[src/rtl/secreg_pkg.sv]
package secreg_pkg;
   localparam int unsigned BIT_FACTORY = 0;
   localparam int unsigned BIT_LOCK    = 1;
   localparam int unsigned BIT_PFAIL   = 2;
   localparam int unsigned BIT_EFAIL   = 3;
   localparam int unsigned BIT_PSEL    = 4;
   localparam int unsigned USED_BITS   = 5;
   localparam int unsigned NUM_FAIL    = 2;

   typedef struct packed {
      logic enter_otp;
      logic exit_otp;
      logic clr_fail;
      logic set_lock;
      logic set_psel;
   } sec_act_t;
endpackage

[src/rtl/secreg_cmd_decode.sv]
module secreg_cmd_decode
   import secreg_pkg::*;
#(
   parameter int unsigned OP_W       = 8,
   parameter logic [OP_W-1:0] OP_RD   = 8'h2B,
   parameter logic [OP_W-1:0] OP_LOCK = 8'h2F,
   parameter logic [OP_W-1:0] OP_CLR  = 8'h30,
   parameter logic [OP_W-1:0] OP_ENT  = 8'hB1,
   parameter logic [OP_W-1:0] OP_EXT  = 8'hC1,
   parameter logic [OP_W-1:0] OP_PSEL = 8'h68
) (
   input  logic            clk,
   input  logic            rst_n,
   input  logic            cmd_valid,
   input  logic [OP_W-1:0] cmd_byte,
   input  logic            cs_rise,
   input  logic            cs_on_boundary,
   input  logic            busy,
   output sec_act_t        act,
   output logic            rd_active
);
   logic            pend_q;
   logic [OP_W-1:0] pend_op_q;
   logic            commit;

   assign commit = cs_rise && pend_q && cs_on_boundary && !busy;

   always_comb begin
      act.enter_otp = cmd_valid && !busy && (cmd_byte == OP_ENT);
      act.exit_otp  = cmd_valid && !busy && (cmd_byte == OP_EXT);
      act.clr_fail  = cmd_valid && (cmd_byte == OP_CLR);
      act.set_lock  = commit && (pend_op_q == OP_LOCK);
      act.set_psel  = commit && (pend_op_q == OP_PSEL);
   end

   always_ff @(posedge clk or negedge rst_n) begin
      if (!rst_n) begin
         pend_q    <= 1'b0;
         pend_op_q <= '0;
         rd_active <= 1'b0;
      end else if (cs_rise) begin
         pend_q    <= 1'b0;
         rd_active <= 1'b0;
      end else if (cmd_valid) begin
         pend_q    <= (cmd_byte == OP_LOCK) || (cmd_byte == OP_PSEL);
         pend_op_q <= cmd_byte;
         rd_active <= (cmd_byte == OP_RD);
      end
   end
endmodule

[src/rtl/secreg_state.sv]
module secreg_state
   import secreg_pkg::*;
#(
   parameter int unsigned REG_W = 8
) (
   input  logic             clk,
   input  logic             rst_n,
   input  sec_act_t         act,
   input  logic [NUM_FAIL-1:0] fail_pulse,
   input  logic             factory_lock,
   output logic             otp_mode,
   output logic             locked,
   output logic [REG_W-1:0] secreg
);
   logic                psel_q;
   logic [NUM_FAIL-1:0] fail_q;

   always_ff @(posedge clk or negedge rst_n) begin
      if (!rst_n) begin
         otp_mode <= 1'b0;
         locked   <= 1'b0;
         psel_q   <= 1'b0;
      end else begin
         if (act.enter_otp)      otp_mode <= 1'b1;
         else if (act.exit_otp)  otp_mode <= 1'b0;
         if (act.set_lock)       locked   <= 1'b1;
         if (act.set_psel)       psel_q   <= 1'b1;
      end
   end

   for (genvar g = 0; g < NUM_FAIL; g++) begin : g_fail
      always_ff @(posedge clk or negedge rst_n) begin
         if (!rst_n)              fail_q[g] <= 1'b0;
         else if (fail_pulse[g])  fail_q[g] <= 1'b1;
         else if (act.clr_fail)   fail_q[g] <= 1'b0;
      end
   end

   always_comb begin
      secreg              = '0;
      secreg[BIT_FACTORY] = factory_lock;
      secreg[BIT_LOCK]    = locked;
      secreg[BIT_PFAIL]   = fail_q[0];
      secreg[BIT_EFAIL]   = fail_q[1];
      secreg[BIT_PSEL]    = psel_q;
   end
endmodule

[src/rtl/secreg_access_gate.sv]
module secreg_access_gate (
   input  logic array_req,
   input  logic otp_wr_req,
   input  logic otp_mode,
   input  logic locked,
   output logic array_grant,
   output logic otp_wr_grant
);
   assign array_grant  = array_req && !otp_mode;
   assign otp_wr_grant = otp_wr_req && otp_mode && !locked;
endmodule

[src/rtl/secreg_ctrl.sv]
module secreg_ctrl
   import secreg_pkg::*;
#(
   parameter int unsigned OP_W  = 8,
   parameter int unsigned REG_W = 8
) (
   input  logic             clk,
   input  logic             rst_n,
   input  logic             cmd_valid,
   input  logic [OP_W-1:0]  cmd_byte,
   input  logic             cs_rise,
   input  logic             cs_on_boundary,
   input  logic             busy,
   input  logic             pgm_fail_pulse,
   input  logic             ers_fail_pulse,
   input  logic             factory_lock,
   input  logic             array_req,
   input  logic             otp_wr_req,
   output logic             array_grant,
   output logic             otp_wr_grant,
   output logic             otp_mode,
   output logic             rd_active,
   output logic [REG_W-1:0] secreg
);
   if (REG_W < USED_BITS) begin : g_bad_reg_w
      $error("secreg_ctrl: REG_W too small for the register fields");
   end
   if (OP_W != 8) begin : g_bad_op_w
      $error("secreg_ctrl: opcodes are one byte wide");
   end

   sec_act_t act;
   logic     locked;

   secreg_cmd_decode #(.OP_W(OP_W)) u_dec (
      .clk(clk), .rst_n(rst_n), .cmd_valid(cmd_valid), .cmd_byte(cmd_byte),
      .cs_rise(cs_rise), .cs_on_boundary(cs_on_boundary), .busy(busy),
      .act(act), .rd_active(rd_active)
   );

   secreg_state #(.REG_W(REG_W)) u_state (
      .clk(clk), .rst_n(rst_n), .act(act),
      .fail_pulse({ers_fail_pulse, pgm_fail_pulse}),
      .factory_lock(factory_lock), .otp_mode(otp_mode),
      .locked(locked), .secreg(secreg)
   );

   secreg_access_gate u_gate (
      .array_req(array_req), .otp_wr_req(otp_wr_req), .otp_mode(otp_mode),
      .locked(locked), .array_grant(array_grant), .otp_wr_grant(otp_wr_grant)
   );
endmodule

[config.mk]
export PLATFORM = sky130hd
export DESIGN_NAME = secreg_ctrl
export DESIGN_NICKNAME = d
export VERILOG_FILES = /design/src/rtl/secreg_pkg.sv /design/src/rtl/secreg_cmd_decode.sv /design/src/rtl/secreg_state.sv /design/src/rtl/secreg_access_gate.sv /design/src/rtl/secreg_ctrl.sv
export SDC_FILE = /design/constraint.sdc
export NUM_CORES = 1
export LEC_CHECK = 0
export ABC_CLOCK_PERIOD_IN_PS = 1440
export BUFFER_PORTS_ARGS = -buffer_cell sky130_fd_sc_hd__buf_2
export CORE_UTILIZATION = 46
export DETAILED_ROUTE_END_ITERATION = 6
export PLACE_DENSITY = 0.76
export SLEW_MARGIN = 20
export SYNTH_ARGS = -nofsm -noshare
export SYNTH_HDL_FRONTEND = slang
export SYNTH_HIERARCHICAL = 1
export SYNTH_SLANG_ARGS = --single-unit
[constraint.sdc]
create_clock -name clk -period 1.44 [get_ports clk]
set_input_delay 0.288 -clock clk [delete_from_list [all_inputs] [get_ports clk]]
set_output_delay 0.288 -clock clk [all_outputs]
set_load 0.02 [all_outputs]
After elaboration in Yosys (flattened, before gate mapping)
Index checks and enable logic that the tools add are counted.
{"block": "op_classes", "reduce_logical": 21, "mux": 9, "eq_ne": 8, "n_lt_le_gt_ge": 0, "shift": 0, "n_mul": 0, "add_sub_neg": 0, "bitwise": 1, "n_div": 0}
{"op": "$eq A8 B6 Y1 const B", "n": 4}
{"op": "$eq A8 B7 Y1 const B", "n": 2}
{"op": "$eq A8 B8 Y1 const B", "n": 2}
{"op": "$logic_and A1 B1 Y1", "n": 12}
{"op": "$mux W1", "n": 9}
{"op": "$reduce_bool A2 Y1", "n": 4}
{"op": "$logic_not A1 Y1", "n": 3}
{"op": "$reduce_and A2 Y1", "n": 1}
{"op": "$logic_or A1 B1 Y1", "n": 1}
{"op": "$not A1 Y1", "n": 1}
{"block": "totals", "mem_bits_ro": 0, "ff_bits": 15, "ram_bits": 0, "latch_bits": 0, "mem_count": 0, "in_bits": 19, "elab_cells": 47, "out_inout_bits": 12}

Longest topological paths before layout
Gate-level depths: netlist of the first run.
{"block": "logic_depth", "ltp_word": 5, "depth_mapped": 5, "mapped_depth_nobuf": 5}

Hierarchy
Netlist of the first run, hierarchy kept.
{"mod": "secreg_cmd_decode", "cells_per_inst": 46, "seq_area_each_um2": 250.2, "area_each_um2": 543.0, "n_inst": 1}
{"mod": "secreg_state", "cells_per_inst": 19, "seq_area_each_um2": 125.1, "area_each_um2": 216.5, "n_inst": 1}
{"mod": "secreg_access_gate", "cells_per_inst": 2, "seq_area_each_um2": 0.0, "area_each_um2": 15.0, "n_inst": 1}

Least setup slack after synthesis of the first run
No wires, ideal clock.
{"block": "synth_timing", "path_kind": "input to register", "from": "input port cmd_byte[2]", "to": "register u_state.fail_q[0] (netlist: u_state/secreg[2])", "stages": 5, "setup_slack_ps": -39, "path_buffers": 0, "setup_time_ps": 118, "t_required_ps": 1322, "t_arrival_ps": 1361, "cell_sequence": "or4b_1 > nand4bb_1 > nor3_1 > inv_1 > a21o_1"}
{"item": "start, declared", "line": "secreg_ctrl.sv:10", "source": "input logic [OP_W-1:0] cmd_byte,"}
{"item": "end signal, assigned by index", "line": "secreg_state.sv:33", "source": "if (!rst_n) fail_q[g] <= 1'b0;"}
{"item": "end signal, assigned by index", "line": "secreg_state.sv:34", "source": "else if (fail_pulse[g]) fail_q[g] <= 1'b1;"}
{"item": "end signal, assigned by index", "line": "secreg_state.sv:35", "source": "else if (act.clr_fail) fail_q[g] <= 1'b0;"}
{"item": "end, declared", "line": "secreg_state.sv:16", "source": "logic [NUM_FAIL-1:0] fail_q;"}

==> results of run 1 <==
==> cell families (layout without fill, tap and decap cells) <==
kind of cell | after synthesis | in the layout | share of synthesized area, %
AO/OA/AOI/OAI | 4 | 4 | 3.55
buffers and inverters | 9 | 39 | 8.24
flip-flops | 15 | 15 | 48.5
multiplexers | 8 | 8 | 11.6
other | 1 | 3 | 0.484
AND/OR/NAND/NOR | 30 | 30 | 27.6
==> cell usage in the layout (no fill, tap or decap) <==
cell type      instances
buf_2                 25
dfrtp_1               15
buf_4                  7
mux2_2                 6
clkbuf_4               3
nand2b_1               3
a21o_1                 3
conb_1                 3
nor2b_1                2
nand4_1                2
nand4b_1               2
nor2_1                 2
or4_1                  2
mux2_1                 2
or2_1                  2
inv_1                  2
clkinv_2               1
dlygate4sd3_1          1
or4b_1                 1
nand3b_1               1
or2b_1                 1
nor4_1                 1
nand4bb_1              1
nor3_1                 1
nor4bb_2               1
nor4_2                 1
nor3b_1                1
and4b_2                1
a21oi_1                1
or3b_2                 1
and2b_2                1
nand2_1                1
nand3_1                1
and3b_1                1
==> timing repair <==
item / CTS / global route
hold buffers: 1 / 0
setup endpoints to repair: 0 / 1
endpoints found under the hold margin: 15 / 0
resized for setup: 0 / 2
==> flip-flops by register name, indices dropped and copies added (netlist names) <==
name              cells
u_dec/pend_op_q       8
u_state/secreg        2
u_dec/pend_q          1
u_dec/rd_active       1
u_state/locked        1
u_state/otp_mode      1
u_state/psel_q        1
==> metal layers <==
layer / track usage, % / vias up
met3: 6.38 / 11
met2: 31.2 / 40
met1: 24.0 / 295
met4: 8.48 / 0
li1: - / 298
met5: 0 / -
==> metrics by stage <==
stage	hold slack [ns]	util, %	setup TNS, ns
6_report	0.172	63.1	0
5_1_grt	0.160	63.1	-0.0496
4_1_cts	0.165	62.3	0
3_5_place_dp	0.207	59.9	-0.723
3_3_place_gp	0.198	59.9	-0.689
2_1_floorplan	-0.00759	-	-0.0526
==> final cells by class <==
| type | instances | share of cell area [%] |
|---|---|---|
| clock buffers | 3 | 2.31 |
| clock inverters | 1 | 0.514 |
| inverters | 2 | 0.771 |
| multi-input cells | 45 | 36.5 |
| flip-flops and latches | 15 | 38.6 |
| well taps | 16 | 2.06 |
| repair buffers | 33 | 19.3 |
==> final timing paths <==
| kind | cells after the start | slack [ns] | to | start |
|---|---|---|---|---|
| max in group asynchronous | 2 | 0.76 | u_dec/pend_op_q[4] | rst_n |
| worst min register to register | 1 | 0.46 | u_state/psel_q | u_state/psel_q |
| min in group asynchronous | 2 | 0.43 | u_dec/pend_op_q[2] | rst_n |
| worst max register to register | 4 | 0.12 | u_state/psel_q | u_dec/pend_op_q[4] |
| worst max-delay path | 6 | 0.07 | u_state/secreg[3] | cmd_byte[2] |
| worst min-delay path | 2 | 0.17 | u_state/secreg[2] | pgm_fail_pulse |
==> where the power goes <==
part	internal, mW	switching (mW)
clock network	0.103	0.135
registers	0.456	0.0237
logic	0.0782	0.0646
total	0.637	0.224
==> worst max-delay path, stage by stage <==
cell	delay [ns]
buf_2	0.11
or4b_1	0.55
nand4bb_1	0.23
nor3_1	0.15
inv_1	0.08
a21o_1	0.15
==> flow_summary.toml, run 1 <==
[synth]
synth_common_cells = "dfrtp_1 (15), buf_4 (6), mux2_2 (6), a21o_1 (3), nand2b_1 (3)"
synth_top_area_share_pct = 48.5
ys_types = 30
synth.area.top_cells = "dfrtp_1 (48%), mux2_2 (8.7%), buf_4 (5.8%), a21o_1 (2.9%), mux2_1 (2.9%)"
syn_area_um2 = 774
synth-seq-cells = 15
synth_top_area_cell = "dfrtp_1"
yosysWarningCount = 6
yosysMostFrequentCell = "dfrtp_1"
yosysSeqAreaShare_pct = 48.5
synth_cells = 67
synth_edf_count = 0
async_flop_share_pct = 100
syn_avg_cell_area_um2 = 11.6
ys.flop_type = "dfrtp_1"

[detailed_routing]
via_per_inst = 5.60
wl_met3_um = 135
vias = 644
dr.pass1.iters = 4
ant_nets = 0
avgRoutedWirePerCell_um = 13.1
met2_wirelength_um = 696
drc = 0
top_layer = "met4"
drt-initial-drc-count = 22
met1_length_um = 644
drt_wl_total_um = 1500

[power]
power.density_mw_per_mm2 = 884
ir_drop_mv = 0.569
total_power_uw = 861
power.leakage_nw = 0.466

[finish]
design_area_um2 = 973
fin_cells = 115
syn2layout_area_growth_pct = 25.7
multi_input_area_um2 = 355
antennaDiodeCount = 0
drive_above_1_share_pct = 47.5
regArea_um2 = 375
final_nets = 119
fillers = 141

[die]
pin_count = 31
fp.dieW_um = 43.0
rows = 14
die_area_mm2 = 0.00185
start_util_pct = 50.2
dieHeight_um = 43.0
core-area_mm2 = 0.00154

[worst_setup_path]
worst_setup_path_start_kind = "input port"
worstPathRequired_ns = 1.62
cp.arrival_ns = 1.55
path_class = "in -> reg"
end_kind = "flop"
path_max_fanout = 2

[global_routing]
grt_pass1_vias = 594
globalRouteTotalUtil_pct = 19.5
antenna_found_initial = 0
grt-ovfl-total = 0
grt_pass1_wl_um = 2590
grt_max_degree = 16

[sta]
setup_violations = 0
slew_viol_final = 0
period_share_pct = 95.0
clock_skew_ns = 0.00406
setup_slack_ns = 0.0722
finalCriticalPeriod_ns = 1.37
clock.fmax_mhz = 731
finalHoldViolCount = 0

[placed_design]
portBuffers = 25
placed_area_um2 = 923
dp.cells = 110
dp_slack_ns = -0.221
place_hpwl_um = 1130
place.gp.congestion = 0.854

[clock_network]
clock_latency_ns = 0.28
post_cts_buffers = 0
clockBufferDepth = 2
cts-buffers-inserted = 3
clkTransAtPathRegs_ns = 0.09
cts.sink_count = 15
cts_root_buffer = "clkbuf_4"
cts_tree = "built"
cts-htree-levels = 1

[status]
status = "complete, no violations"

[min_path]
min_path_type = "in -> reg"

[job]
maxCapViolCount = 0
No activity file was read; power rests on OpenSTA's default activity.
==> run 2, diff against run 1 <==
--- a/config.mk
+++ b/config.mk
@@ -5,11 +5,12 @@
 export SDC_FILE = /design/constraint.sdc
 export NUM_CORES = 1
 export LEC_CHECK = 0
+export ABC_AREA = 1
 export ABC_CLOCK_PERIOD_IN_PS = 1440
 export BUFFER_PORTS_ARGS = -buffer_cell sky130_fd_sc_hd__buf_2
-export CORE_UTILIZATION = 46
+export CORE_UTILIZATION = 47
 export DETAILED_ROUTE_END_ITERATION = 6
-export PLACE_DENSITY = 0.76
+export PLACE_DENSITY = 0.77
 export SLEW_MARGIN = 20
 export SYNTH_ARGS = -nofsm -noshare
 export SYNTH_HDL_FRONTEND = slang
==> run 2 against run 1 <==
  * The flow now finishes with violations (design-rule violations)
  * Largest cell class unchanged
  * Clock power decreased by 2%
  * Utilization decreased by 2.2 points
  * Via count increased by 13%
  * Synthesized cell count increased by 66%
  * Total power decreased by 3.6%
==> flow_summary.toml, run 2 <==
[sta]
period_share_pct = 87.2
slew_viol_final = 0
tns_ns = 0
clock.fmax_mhz = 796
finalCriticalPeriod_ns = 1.26
setup_violations = 0
rsz0062_at_grt = "false"
finalHoldViolCount = 0
clock_skew_ns = 0.00223

[clock_network]
cts.sink_count = 15
clockBufferDepth = 2
cts-htree-levels = 1
clkTransAtPathRegs_ns = 0.09
cts_tree = "built"
cts_root_buffer = "clkbuf_4"
clock_latency_ns = 0.28
cts-buffers-inserted = 3

[global_routing]
antenna_found_initial = 0
grt-ovfl-total = 0
globalRouteTotalUtil_pct = 18.4
grt_max_degree = 16
grt_pass1_wl_um = 2530
grt_pass1_vias = 644

[power]
power.switching_uw = 229
power_frac_comb_pct = 15.7
internal_power_uw = 600
ir_drop_mv = 0.427
swShare_pct = 27.6
pwr-share-clk_pct = 28.1
power.leakage_nw = 0.538
p_seq_share_pct = 56.3
power.density_mw_per_mm2 = 873

[finish]
syn2layout_area_growth_pct = 16.4
largest_register_ffs = 8
final_cell_mix = "nand2_1 (35), buf_2 (25), inv_1 (17), dfrtp_1 (15), nor2_1 (10)"
final_nets = 156
top_register = "u_dec/pend_op_q"
drive_above_1_share_pct = 25.0
antennaDiodeCount = 0
design_area_um2 = 950
layout_commonest_cell = "nand2_1"

[worst_setup_path]
cp.arrival_ns = 0.97
path_cells = "nand2_1 -> nor2_2 -> buf_2"
cp_top_family = "flip-flops"
critical-path-slowest-cell = "dfrtp_1"
worstPathRequired_ns = 1.15
path_max_fanout = 4
slowest_delay_ns = 0.39
path_buf_inv = 1
path_class = "reg -> out"
end_kind = "output port"
worst_setup_path_start_kind = "flop"

[detailed_routing]
ant_nets = 0
vias = 727
dr.pass1.iters = 6
drc = 2
drt-initial-drc-count = 15
drt_wl_total_um = 1490
avgRoutedWirePerCell_um = 9.83
via_per_inst = 4.78

[placed_design]
place_hpwl_um = 1200
placed_area_um2 = 912
place.gp.congestion = 0.925
portBuffers = 25

[synth]
yosysWarningCount = 6
synth_cells = 111
async_flop_share_pct = 100
ys.flop_type = "dfrtp_1"
synth_edf_count = 0
synth_common_cells = "nand2_1 (35), inv_1 (17), dfrtp_1 (15), nor2_1 (10)"
synth_top_area_share_pct = 46.0
synth.area.top_cells = "dfrtp_1 (46%), nand2_1 (16%), inv_1 (7.8%), buf_4 (5.5%), nor2_1 (4.6%)"
syn_avg_cell_area_um2 = 7.35
yosysSeqAreaShare_pct = 46.0
yosysMostFrequentCell = "nand2_1"
synth-seq-cells = 15
synth_top_area_cell = "dfrtp_1"
ys_types = 16
syn_area_um2 = 816

[die]
pin_count = 31
die_area_mm2 = 0.00191
fp.dieW_um = 43.7
rows = 14
dieHeight_um = 43.7
start_util_pct = 52.3
core-area_mm2 = 0.00156

[job]
maxCapViolCount = 0

[min_path]
min_path_type = "in -> reg"

[status]
status = "finished, violations left"
violations = "design-rule violations"
==> run 2: metrics by stage <==
stage	util (%)	hold WS, ns	cells	setup WS, ns	power, mW
2_1_floorplan	-	-0.00759	113	0.367	0.559
3_3_place_gp	58.5	0.205	147	0.372	0.598
3_5_place_dp	58.5	0.209	147	0.359	0.603
4_1_cts	60.9	0.178	152	0.168	0.844
5_1_grt	60.9	0.184	152	0.115	0.883
6_report	60.9	0.186	152	0.184	0.829
==> run 2: area by class of cell <==
cell class	count	area [um^2]
tap	16	20.0
sequential	15	375
timing repair buffer	26	135
clock buffer	3	22.5
multi-input combinational	73	324
inverter	18	67.6
clock inverter	1	5.00
fill	162	609
==> run 2: path summary, 6_finish.rpt <==
kind	start	cells after the start	to	slack [ns]
min in group asynchronous	rst_n	2	u_dec/pend_op_q[6]	0.44
min	ers_fail_pulse	3	u_state/secreg[3]	0.19
max reg2reg	u_dec/pend_q	3	u_state/psel_q	0.53
max	u_state/otp_mode	3	otp_wr_grant	0.18
min reg2reg	u_state/psel_q	1	u_state/psel_q	0.46
max in group asynchronous	rst_n	2	u_dec/pend_op_q[5]	0.76
==> run 2: tightest hold or removal path: stages <==
cell,delay (ns)
buf_2,0.07
inv_1,0.03
nand2_1,0.05
==> run 2: power groups by stage <==
| stage | registers [mW] | clock network (mW) | logic, mW |
|---|---|---|---|
| 6_report | 0.467 | 0.233 | 0.130 |
| 5_1_grt | 0.470 | 0.263 | 0.150 |
| 4_1_cts | 0.467 | 0.246 | 0.131 |
| 3_3_place_gp | 0.474 | 0 | 0.124 |
| 3_5_place_dp | 0.475 | 0 | 0.128 |
| 2_1_floorplan | 0.473 | 0 | 0.0858 |
==> run 2: timing repair <==
item	CTS	global route
gates resized for setup	0	0
setup buffers	0	0
hold buffers	1	0
hold endpoints to repair	15	0
setup endpoints to repair	0	0
==> run 2: cells by family after synthesis <==
kind of cell	count (synthesis)	synth area share, %
AND/OR/NAND/NOR	64	34.7
buffers and inverters	25	15.2
flip-flops	15	46.0
AO/OA/AOI/OAI	6	3.68
other	1	0.460
==> run 2: metal layers <==
metal | up-vias | share of wire, % | GRT usage (%)
met2 | 21 | 45 | 28.7
li1 | 379 | - | -
met3 | 2 | 4.6 | 3.75
met4 | 0 | 0.80 | 9.38
met5 | - | 0 | 0
met1 | 325 | 49 | 24.1
